<file path="config.mk">
export PLATFORM = sky130hd
export DESIGN_NAME = pll_reprog_seq
export DESIGN_NICKNAME = d
export VERILOG_FILES = /design/src/rtl/pll_seq_pkg.sv /design/src/rtl/pll_seq_timer.sv /design/src/rtl/pll_seq_fsm.sv /design/src/rtl/pll_seq_wport.sv /design/src/rtl/pll_reprog_seq.sv
export SDC_FILE = /design/constraint.sdc
export NUM_CORES = 1
export LEC_CHECK = 0
export BUFFER_PORTS_ARGS = -buffer_cell sky130_fd_sc_hd__buf_2
export CELL_PAD_IN_SITES_DETAIL_PLACEMENT = 2
export CELL_PAD_IN_SITES_GLOBAL_PLACEMENT = 2
export CORE_UTILIZATION = 29
export DETAILED_ROUTE_END_ITERATION = 12
export PLACE_DENSITY = 0.72
export REMOVE_ABC_BUFFERS = 1
export SLEW_MARGIN = 15
export SYNTH_ARGS = -nofsm -noshare
export SYNTH_HDL_FRONTEND = slang
export SYNTH_SLANG_ARGS = --single-unit
</file>
<file path="constraint.sdc">
create_clock -name clk -period 1.7 [get_ports clk]
set_input_delay 0.425 -clock clk [delete_from_list [all_inputs] [get_ports clk]]
set_output_delay 0.425 -clock clk [all_outputs]
set_load 0.005 [all_outputs]
</file>
<file path="src/rtl/pll_seq_pkg.sv">
// Package: shared state encoding, register addresses, control bit positions
// and the fixed divider word for the PLL reprogramming sequencer.
package pll_seq_pkg;

    // Sequencer states, in the order the sequence visits them.
    typedef enum logic [3:0] {
        ST_IDLE  = 4'd0,
        ST_PWRDN = 4'd1,
        ST_MULT  = 4'd2,
        ST_DIVS  = 4'd3,
        ST_PWRUP = 4'd4,
        ST_WAIT  = 4'd5,
        ST_POLL  = 4'd6,
        ST_CLKEN = 4'd7,
        ST_OK    = 4'd8,
        ST_FAIL  = 4'd9
    } seq_state_e;

    // Register addresses presented on the write port.
    localparam logic [1:0] RA_CTRL = 2'd0;
    localparam logic [1:0] RA_MULT = 2'd1;
    localparam logic [1:0] RA_DIVS = 2'd2;

    // Control register bit positions.
    localparam int CB_PDN   = 0;
    localparam int CB_BYP   = 1;
    localparam int CB_DIN   = 2;
    localparam int CB_DOUT  = 3;
    localparam int CB_CLKEN = 4;

    // Divider word setting pre- and post-divider to one.
    localparam logic [31:0] DIVS_UNITY = 32'h0030_2062;

endpackage

</file>
<file path="src/rtl/pll_seq_timer.sv">
// Module: pll_seq_timer
// Counts the wait interval between lock samples and the samples already spent.
// Assumes: the FSM raises ivl_load on each entry to the wait state and
// ivl_run while waiting; accept clears the sample count.
module pll_seq_timer #(
    parameter int IVL_W     = 16,
    parameter int MAX_POLLS = 100
) (
    input  logic             clk,
    input  logic             rst_n,
    input  logic             accept,
    input  logic [IVL_W-1:0] ivl_in,
    input  logic             ivl_load,
    input  logic             ivl_run,
    input  logic             poll_miss,
    output logic             ivl_zero,
    output logic             last_poll
);
    localparam int PC_W = $clog2(MAX_POLLS + 1);
    localparam logic [PC_W-1:0] LAST_IDX = PC_W'(MAX_POLLS - 1);

    logic [IVL_W-1:0] ivl_hold;
    logic [IVL_W-1:0] ivl_cnt;
    logic [PC_W-1:0]  poll_cnt;

    // Capture the interval at an accepted start so later input changes do not matter.
    always_ff @(posedge clk) begin
        if (!rst_n)      ivl_hold <= '0;
        else if (accept) ivl_hold <= ivl_in;
    end

    // Down-count the wait interval; reloaded on each wait entry.
    always_ff @(posedge clk) begin
        if (!rst_n)                        ivl_cnt <= '0;
        else if (ivl_load)                 ivl_cnt <= ivl_hold;
        else if (ivl_run && ivl_cnt != '0) ivl_cnt <= ivl_cnt - 1'b1;
    end

    // Count lock samples that missed, cleared per sequence.
    always_ff @(posedge clk) begin
        if (!rst_n)         poll_cnt <= '0;
        else if (accept)    poll_cnt <= '0;
        else if (poll_miss) poll_cnt <= poll_cnt + 1'b1;
    end

    // Decode the interval end and the final allowed sample.
    always_comb begin
        ivl_zero  = (ivl_cnt == '0);
        last_poll = (poll_cnt == LAST_IDX);
    end
endmodule

</file>
<file path="src/rtl/pll_seq_fsm.sv">
// Module: pll_seq_fsm
// Sequence state machine: power-down, two configuration writes, release,
// bounded lock polling, clock enable, then a one-cycle outcome state.
// Assumes: timer outputs are registered; lock is sampled only in ST_POLL.
module pll_seq_fsm
    import pll_seq_pkg::*;
(
    input  logic       clk,
    input  logic       rst_n,
    input  logic       start,
    input  logic       lock,
    input  logic       ivl_zero,
    input  logic       last_poll,
    output seq_state_e state,
    output logic       accept,
    output logic       ivl_load,
    output logic       ivl_run,
    output logic       poll_miss,
    output logic       busy,
    output logic       done,
    output logic       err
);
    seq_state_e nxt;
    logic       idle_like;

    // Hold the current sequence state.
    always_ff @(posedge clk) begin
        if (!rst_n) state <= ST_IDLE;
        else        state <= nxt;
    end

    // Accept start only when no sequence is running.
    always_comb begin
        idle_like = (state == ST_IDLE) || (state == ST_OK) || (state == ST_FAIL);
        accept    = start && idle_like;
    end

    // Next-state selection.
    always_comb begin
        nxt = state;
        unique case (state)
            ST_IDLE, ST_OK, ST_FAIL: nxt = accept ? ST_PWRDN : ST_IDLE;
            ST_PWRDN: nxt = ST_MULT;
            ST_MULT:  nxt = ST_DIVS;
            ST_DIVS:  nxt = ST_PWRUP;
            ST_PWRUP: nxt = ST_WAIT;
            ST_WAIT:  nxt = ivl_zero ? ST_POLL : ST_WAIT;
            ST_POLL: begin
                if (lock)           nxt = ST_CLKEN;
                else if (last_poll) nxt = ST_FAIL;
                else                nxt = ST_WAIT;
            end
            ST_CLKEN: nxt = ST_OK;
            default:  nxt = ST_IDLE;
        endcase
    end

    // Timer controls and status decode.
    always_comb begin
        poll_miss = (state == ST_POLL) && !lock;
        ivl_load  = (state == ST_PWRUP) || (poll_miss && !last_poll);
        ivl_run   = (state == ST_WAIT);
        busy      = (state != ST_IDLE) && !idle_like;
        done      = (state == ST_OK);
        err       = (state == ST_FAIL);
    end
endmodule

</file>
<file path="src/rtl/pll_seq_wport.sv">
// Module: pll_seq_wport
// Register write port: turns the sequence state into one-cycle write strobes
// and keeps the held control value that every control write modifies.
// Assumes: at most one write per cycle, chosen by the state alone.
module pll_seq_wport
    import pll_seq_pkg::*;
#(
    parameter int                 DATA_W   = 32,
    parameter logic [DATA_W-1:0]  CTRL_RST = DATA_W'(1)
) (
    input  logic              clk,
    input  logic              rst_n,
    input  seq_state_e        state,
    input  logic              accept,
    input  logic [DATA_W-1:0] mult_in,
    output logic              wr_en,
    output logic [1:0]        wr_addr,
    output logic [DATA_W-1:0] wr_data
);
    localparam logic [DATA_W-1:0] M_PDN   = DATA_W'(1) << CB_PDN;
    localparam logic [DATA_W-1:0] M_CLKEN = DATA_W'(1) << CB_CLKEN;
    localparam logic [DATA_W-1:0] M_PATHS = (DATA_W'(1) << CB_BYP) | (DATA_W'(1) << CB_DIN)
                                          | (DATA_W'(1) << CB_DOUT) | M_CLKEN;
    localparam logic [DATA_W-1:0] DIVS_W  = DATA_W'(DIVS_UNITY);

    logic [DATA_W-1:0] ctrl_held;
    logic [DATA_W-1:0] mult_hold;

    // Capture the multiplier word at an accepted start.
    always_ff @(posedge clk) begin
        if (!rst_n)      mult_hold <= '0;
        else if (accept) mult_hold <= mult_in;
    end

    // Follow every control write so the next one modifies the current value.
    always_ff @(posedge clk) begin
        if (!rst_n)                           ctrl_held <= CTRL_RST;
        else if (wr_en && wr_addr == RA_CTRL) ctrl_held <= wr_data;
    end

    // Decode the write for the current state.
    always_comb begin
        wr_en   = 1'b1;
        wr_addr = RA_CTRL;
        wr_data = '0;
        unique case (state)
            ST_PWRDN: wr_data = (ctrl_held | M_PDN) & ~M_PATHS;
            ST_MULT: begin
                wr_addr = RA_MULT;
                wr_data = mult_hold;
            end
            ST_DIVS: begin
                wr_addr = RA_DIVS;
                wr_data = DIVS_W;
            end
            ST_PWRUP: wr_data = ctrl_held & ~M_PDN;
            ST_CLKEN: wr_data = ctrl_held | M_CLKEN;
            default:  wr_en   = 1'b0;
        endcase
    end
endmodule

</file>
<file path="src/rtl/pll_reprog_seq.sv">
// Module: pll_reprog_seq
// Top of the PLL reprogramming sequencer: joins the state machine, the
// poll timer and the register write port.
// Assumes: stat_word bit 0 is the PLL lock flag, synchronous to clk.
module pll_reprog_seq
    import pll_seq_pkg::*;
#(
    parameter int                DATA_W    = 32,
    parameter int                STAT_W    = 8,
    parameter int                IVL_W     = 16,
    parameter int                MAX_POLLS = 100,
    parameter logic [DATA_W-1:0] CTRL_RST  = DATA_W'(1)
) (
    input  logic              clk,
    input  logic              rst_n,
    input  logic              start,
    input  logic [DATA_W-1:0] mult_word,
    input  logic [IVL_W-1:0]  poll_interval,
    input  logic [STAT_W-1:0] stat_word,
    output logic              wr_en,
    output logic [1:0]        wr_addr,
    output logic [DATA_W-1:0] wr_data,
    output logic              busy,
    output logic              done,
    output logic              err
);
    seq_state_e state;
    logic       accept;
    logic       ivl_load;
    logic       ivl_run;
    logic       poll_miss;
    logic       ivl_zero;
    logic       last_poll;

    pll_seq_fsm u_fsm (
        .clk       (clk),
        .rst_n     (rst_n),
        .start     (start),
        .lock      (stat_word[0]),
        .ivl_zero  (ivl_zero),
        .last_poll (last_poll),
        .state     (state),
        .accept    (accept),
        .ivl_load  (ivl_load),
        .ivl_run   (ivl_run),
        .poll_miss (poll_miss),
        .busy      (busy),
        .done      (done),
        .err       (err)
    );

    pll_seq_timer #(
        .IVL_W     (IVL_W),
        .MAX_POLLS (MAX_POLLS)
    ) u_timer (
        .clk       (clk),
        .rst_n     (rst_n),
        .accept    (accept),
        .ivl_in    (poll_interval),
        .ivl_load  (ivl_load),
        .ivl_run   (ivl_run),
        .poll_miss (poll_miss),
        .ivl_zero  (ivl_zero),
        .last_poll (last_poll)
    );

    pll_seq_wport #(
        .DATA_W   (DATA_W),
        .CTRL_RST (CTRL_RST)
    ) u_wport (
        .clk     (clk),
        .rst_n   (rst_n),
        .state   (state),
        .accept  (accept),
        .mult_in (mult_word),
        .wr_en   (wr_en),
        .wr_addr (wr_addr),
        .wr_data (wr_data)
    );
endmodule

</file>
-- Word-level counts from Yosys, hierarchy flattened
Index checks and enable logic that the tools add are counted.
- latch bits: 0
- memory bits (read-only): 0
- flip-flop bits (word level): 107
- output and inout bits: 38
- memories kept: 0
- bits in writable memories: 0
- multipliers: 0
- muxes and demuxes: 10
- $lt $le $gt $ge: 0
- equality and inequality tests: 10
- bitwise gates (word level): 1
- shifts and indexed selects: 0
- reduce and logical (&&, ||, !) cells: 21
- $add $sub $neg: 2
- divide/modulo/power cells: 0
- operator list (kind ; count):
    32-bit one-hot mux with 5 select lines ; 1
    16-bit 2-to-1 mux ; 2
    4-bit one-hot mux with 8 select lines ; 1
    4-bit by 3-bit == test with 1-bit output (second input constant) ; 4
    16-bit logical NOT ; 1
    16-bit nonzero test ; 1
    16-bit by 1-bit subtractor with 16-bit output (second input constant) ; 1
    4-bit by 2-bit == test with 1-bit output (second input constant) ; 2
    4-bit == test (second input constant) ; 2
    4-bit 2-to-1 mux ; 2
    7-bit by 1-bit adder with 7-bit output (second input constant) ; 1
    7-bit == test (second input constant) ; 1
    1-bit logical AND ; 6
    5-bit OR reduction ; 1
    4-bit by 1-bit == test with 1-bit output (second input constant) ; 1
    4-bit logical NOT ; 1
    2-bit one-hot mux with 2 select lines ; 1
    4-bit nonzero test ; 1
    1-bit logical NOT ; 3
    1-bit logical OR ; 3
    3-bit OR reduction ; 1
    2-bit logical NOT ; 1
    1-bit 2-to-1 mux ; 2
    2-bit 2-to-1 mux ; 1
    other kinds (3) ; 3

-- Depth between registers and ports, before layout
- depth in word-level cells: 6
- mapped depth: 8
- gate-level depth less buffers: 7

-- Modules after synthesis
Synthesis repeated with hierarchy kept, for this count alone.
- cell total of the unflattened synthesis: 548
- area, all modules: 5011.1 sq um
- modules (own cells, without submodules) (module ; seq. area each (sq um) ; times used ; area an instance (sq um) ; cells an instance):
    pll_seq_wport ; 1281.2 ; 1 ; 2897.8 ; 311
    pll_seq_timer ; 780.7 ; 1 ; 1824.2 ; 198
    pll_seq_fsm ; 80.1 ; 1 ; 289.0 ; 39

-- Least setup slack after synthesis
OpenSTA, ideal clock, no wires.
- path type: register to output
- from: register u_fsm.state[1]
- to: output wr_data[10]
- path buffers: 2
- required time: 1275 ps
- stages on the path, launching flop included: 7
- arrival time: 1458 ps
- path slack: -183 ps
- cells stage by stage: dfxtp_1 buf_6 nand2b_1 nand3_1 a21oi_1 clkbuf_1 a22o_1
- longest elaborated chain between the ends: 2
- elaborated cells between the ends (all ways): 6
- classes of those cells: eq/ne: 5; mux: 1
- RTL lines (element ; line ; source):
    from (decl) ; pll_seq_fsm.sv:14 ; output seq_state_e state,
    from (signal assigned) ; pll_seq_fsm.sv:29 ; else state <= nxt;
    4-bit by 3-bit == test with 1-bit output, or another cell as far along ; pll_seq_wport.sv:46 ; unique case (state)
    32-bit one-hot mux with 5 select lines (*) ; pll_seq_wport.sv:46 ;
    to (decl) ; pll_reprog_seq.sv:22 ; output logic [DATA_W-1:0] wr_data,
Mark *: on every way between the ends. The rest lies on a longest branch, timed or not.

-- Worst setup path after layout
- from: register u_fsm.state[1]
- to: output wr_data[26]
The elaborated chain is that of the path after synthesis.

==> metrics list <==
- Run status: complete, but fails checks
- The checks that failed: negative setup slack.
- Yosys reg bits: 107
- Leak: 0.00310 uW
- Total power for the finished layout comes to about 8000 uW.
- Cell types with the largest area share after synthesis: dfxtp_1 45%, nand2_1 9.2%, a21boi_0 7.9%
* Most instantiated library cell after synthesis: nand2_1
* Cell area after synthesis: 4760 um^2
* Level count of the clock H-tree: 3
* Nets@finish: between 700 and 800
- The number of global-route vias before repair was 5098.
* Clock sink count: ~110
* Total Wirelength: roughly 24000 um
- CTS placed an instance of clkbuf_16 at the clock tree root.
- The first global-routing pass estimated 27400 um of wire.
- After clock tree synthesis, the clock-pin slew on the worst setup and hold paths is 0.09 ns.
* Max FO, Critical Path: 6
* Power Dens Cells: 1070 nW/um^2
* Mean number of vias per cell: 5.37
- X dimension of the die: 130 um
- Arrival time of data at the critical path endpoint: 1.87 ns
* Worst-case clock skew: roughly 0.018 ns
- In the finished design, the share of the clock period the worst path needs comes to 1.35.
- The netlist uses 59 different library cells.
* Mapped Cells: 541
- Compared with the post-synthesis result, the final layout area differs by 57.8%.
- Fraction of layout cells with a size suffix above 1: 0.471
* # DRC: 0
- For this block, the via count after detailed routing is 5115.
- Unrepaired setup endpoints after global routing: yes
* Fmax: around 440 MHz
- Maximum ir drop on the vdd rail: between 0.0006 and 0.0007 V
- In this run the tool buffered the top-level ports with 89 buffer cells.
- The worst hold path was traced through 3 stages.
- Slack of the worst reg-to-reg path: -0.32 ns
- Global placer's final weighted congestion: 0.761
- Core region area: about 16000 um^2
- List of most frequent post-synthesis cells: 117 x nand2_1, 107 x dfxtp_1, 50 x a21boi_0, 31 x and2_1, 25 x clkbuf_1
- STA classifies the critical path startpoint as a register.
- Of all cell types, the one taking the most synthesized area is dfxtp_1.
- Max-slew violation count: 0
- Final standard cell utilization of the core: 0.471
* Post-DP HPWL: 10900 um
- DR WL met3: 1170 um
- Final worst setup slack: -0.597 ns
- Wire segments on met2 add up to about 12000 um in the final route.
- Worst Reg2Reg Path Length in Cells: 11
- Inserted Diodes: 0
- Across the run, the number of max-cap violations was 0.
- For the finished layout, the period the worst path requires is 2.30 ns.
- Hold path startpoint: mult_word[7]
- The initialized floorplan defines 46 standard-cell rows.
* Count of warnings emitted by yosys: 0
* Buffers from clock root to sink, at most: 2
- The floorplan step defined a die boundary enclosing 16900 um^2.
- Pin count of the biggest net entering global routing: 49
- By startpoint and endpoint, the worst setup path is classified as register to output port.
* Fin. Hold Viols: 0
- In the global route stage, overall resource usage came out at 0.213.
* Worst-margin pin slew: roughly 0.63 ns
* Min-Delay Path Class: input port to register
- For the worst setup path, the data required time is 1.27 ns.
* Cell Count, Final, Fillers Out: 952
* GR Overflow Total: 0
- Worst stage delay on the critical path: 0.38 ns
- Worst flop-to-flop path endpoint: u_wport.mult_hold[4]$_SDFFE_PN0P_
- In this run the critical register-to-register path is launched from u_fsm.state[1]$_SDFF_PN0_.
* Number of antenna violations at the first check in global routing: 1
- For this block, the initial DRC count from the detailed router was 230.
- Measured along the y axis, the die boundary spans 130 um.
- Pre-CTS setup slack: -0.327 ns
- Post-synth ARST share: 0
- The detail route stage leaves a number of antenna-violating nets equal to 0.
* Clock insertion delay at the later pin of the skew report: around 0.39 ns
- End of the worst hold path: u_wport.mult_hold[7]$_SDFFE_PN0P_
- Most frequently used flop master after synthesis: dfxtp_1
- Effective utilization at floorplan: 0.298
- Each instance of the synthesized netlist takes up on average around 8.8 um^2.
- The cell that appears most often on the critical path is buf_8.
- Count of pins on the block boundary: 97
- The share of synthesized area in the top cell type comes to 0.450.
- Counting the fill cells in the layout gives 1694.
- Worst-path cell chain: buf_6 -> nor2b_4 -> nand2b_4 -> a21oi_4 -> buf_8 -> buf_8 -> a22o_1 -> buf_2
- After detailed routing, the average wire length per cell comes to 25.0 um.
- Number of flops mapped to enable cells by yosys: 0
* Worst-path cell with the longest stage delay: dfxtp_4
- Top Metal Used: met5
* Register area share after synthesis: 0.450
- Setup violations remaining at the end of the flow were counted as 110.
- Crit path capture type: output port
* Clock tree from TritonCTS: built
- The number of placed instances, taps included, is 885.
- For this block, wires on met1 add up to 9390 um.
* Inserted Clock Buffers: 9
* Max-slew headroom: 0.577
* Drt pass-1 iters: 4
repair_timing:
action / CTS / global route
pin swaps: 30 / 39
gates cloned: 2 / 12
setup buffers: 14 / 26
resized for setup: 97 / 145
endpoints found under the setup margin: 103 / 95
hold buffers: 0 / 0
where the power goes:
| part | internal [uW] | total, uW | switching, uW |
|---|---|---|---|
| Combinational | 1440 | 3000 | 1550 |
| Sequential | 2670 | 2830 | 154 |
| Clock | 1050 | 2220 | 1170 |
placed cells by master, fill, tap and decap left out, drive strengths merged, types with 3 or more instances in the layout:
cell type and instances:
nand3 16, o311a 3, nor2b 3, o21ai 16
ha 3, nor3 18, and3 5, o31ai 3
buf 210, a21oi 15, nand2b 5, o211ai 3
a22o 22, nand2 117, inv 7, a22oi 3
and2 31, a21boi 55, dfxtp 107, a2bb2oi 4
xnor2 3, nand4 5, clkbuf 15, xor2 5
mux2i 4, clkinv 3, nor2 19, a211oi 4
nor4 4
logic make-up after synthesis:
logic type / Yosys count / share of synthesized area
simple gates: 237 / 0.259
compound gates: 140 / 0.218
flops: 107 / 0.450
buf+inv: 42 / 0.0413
xor+xnor: 8 / 0.0147
mux: 4 / 0.00842
fa+ha+maj: 3 / 0.00789
layout make-up:
class                      instances  area (um^2)  area share
tap                              216          270      0.0360
clock buffer                       9          225      0.0300
timing repair buffer             216         1790       0.238
clock inverter                     7         80.1      0.0107
multi-input combinational        393         2960       0.395
sequential                       107         2160       0.288
inverter                           4         17.5     0.00233
per-stage QoR:
step	setup TNS (ns)	area [um^2]	hold WS, ns
detailed placement	-8.20	5920	0.448
global route	-36.41	7500	0.284
CTS	-16.42	6720	0.283
global placement	-5.76	5920	0.435
floorplan	-60.69	4580	0.428
finish	-30.97	7500	0.270
registers in the layout (all words and copies together) (netlist names):
name,count
u_wport.ctrl_held,32
u_wport.mult_hold,32
u_timer.ivl_cnt,16
u_timer.ivl_hold,16
u_timer.poll_cnt,7
u_fsm.state,4
metal layers:
metal  GRT usage  vias up
met5           0        -
met4      0.0561        2
met3      0.0603       64
met2       0.383      168
met1       0.245     2603
li1            -     2278
worst max path at each step:
stage                               startpoint                         endpoint  slack (ns)
5_1_grt              u_fsm.state[1]$_SDFF_PN0_                      wr_data[18]       -0.64
2_1_floorplan        u_fsm.state[1]$_SDFF_PN0_                      wr_data[10]       -1.06
6_report             u_fsm.state[1]$_SDFF_PN0_                      wr_data[26]       -0.60
3_3_place_gp   u_timer.ivl_cnt[0]$_SDFFE_PN0P_  u_timer.ivl_cnt[1]$_SDFFE_PN0P_       -0.27
4_1_cts              u_fsm.state[2]$_SDFF_PN0_                      wr_data[22]       -0.50
3_5_place_dp   u_timer.ivl_cnt[0]$_SDFFE_PN0P_  u_timer.ivl_cnt[4]$_SDFFE_PN0P_       -0.33
worst max-delay path: cells and delay by family (launching register included):
kind                   cells  cell delay, ns
AO/OA/AOI/OAI              2            0.35
AND/OR/NAND/NOR            2            0.21
buffers and inverters      4            0.54
flip-flops                 1            0.38
(Power assumes the default switching activity.)
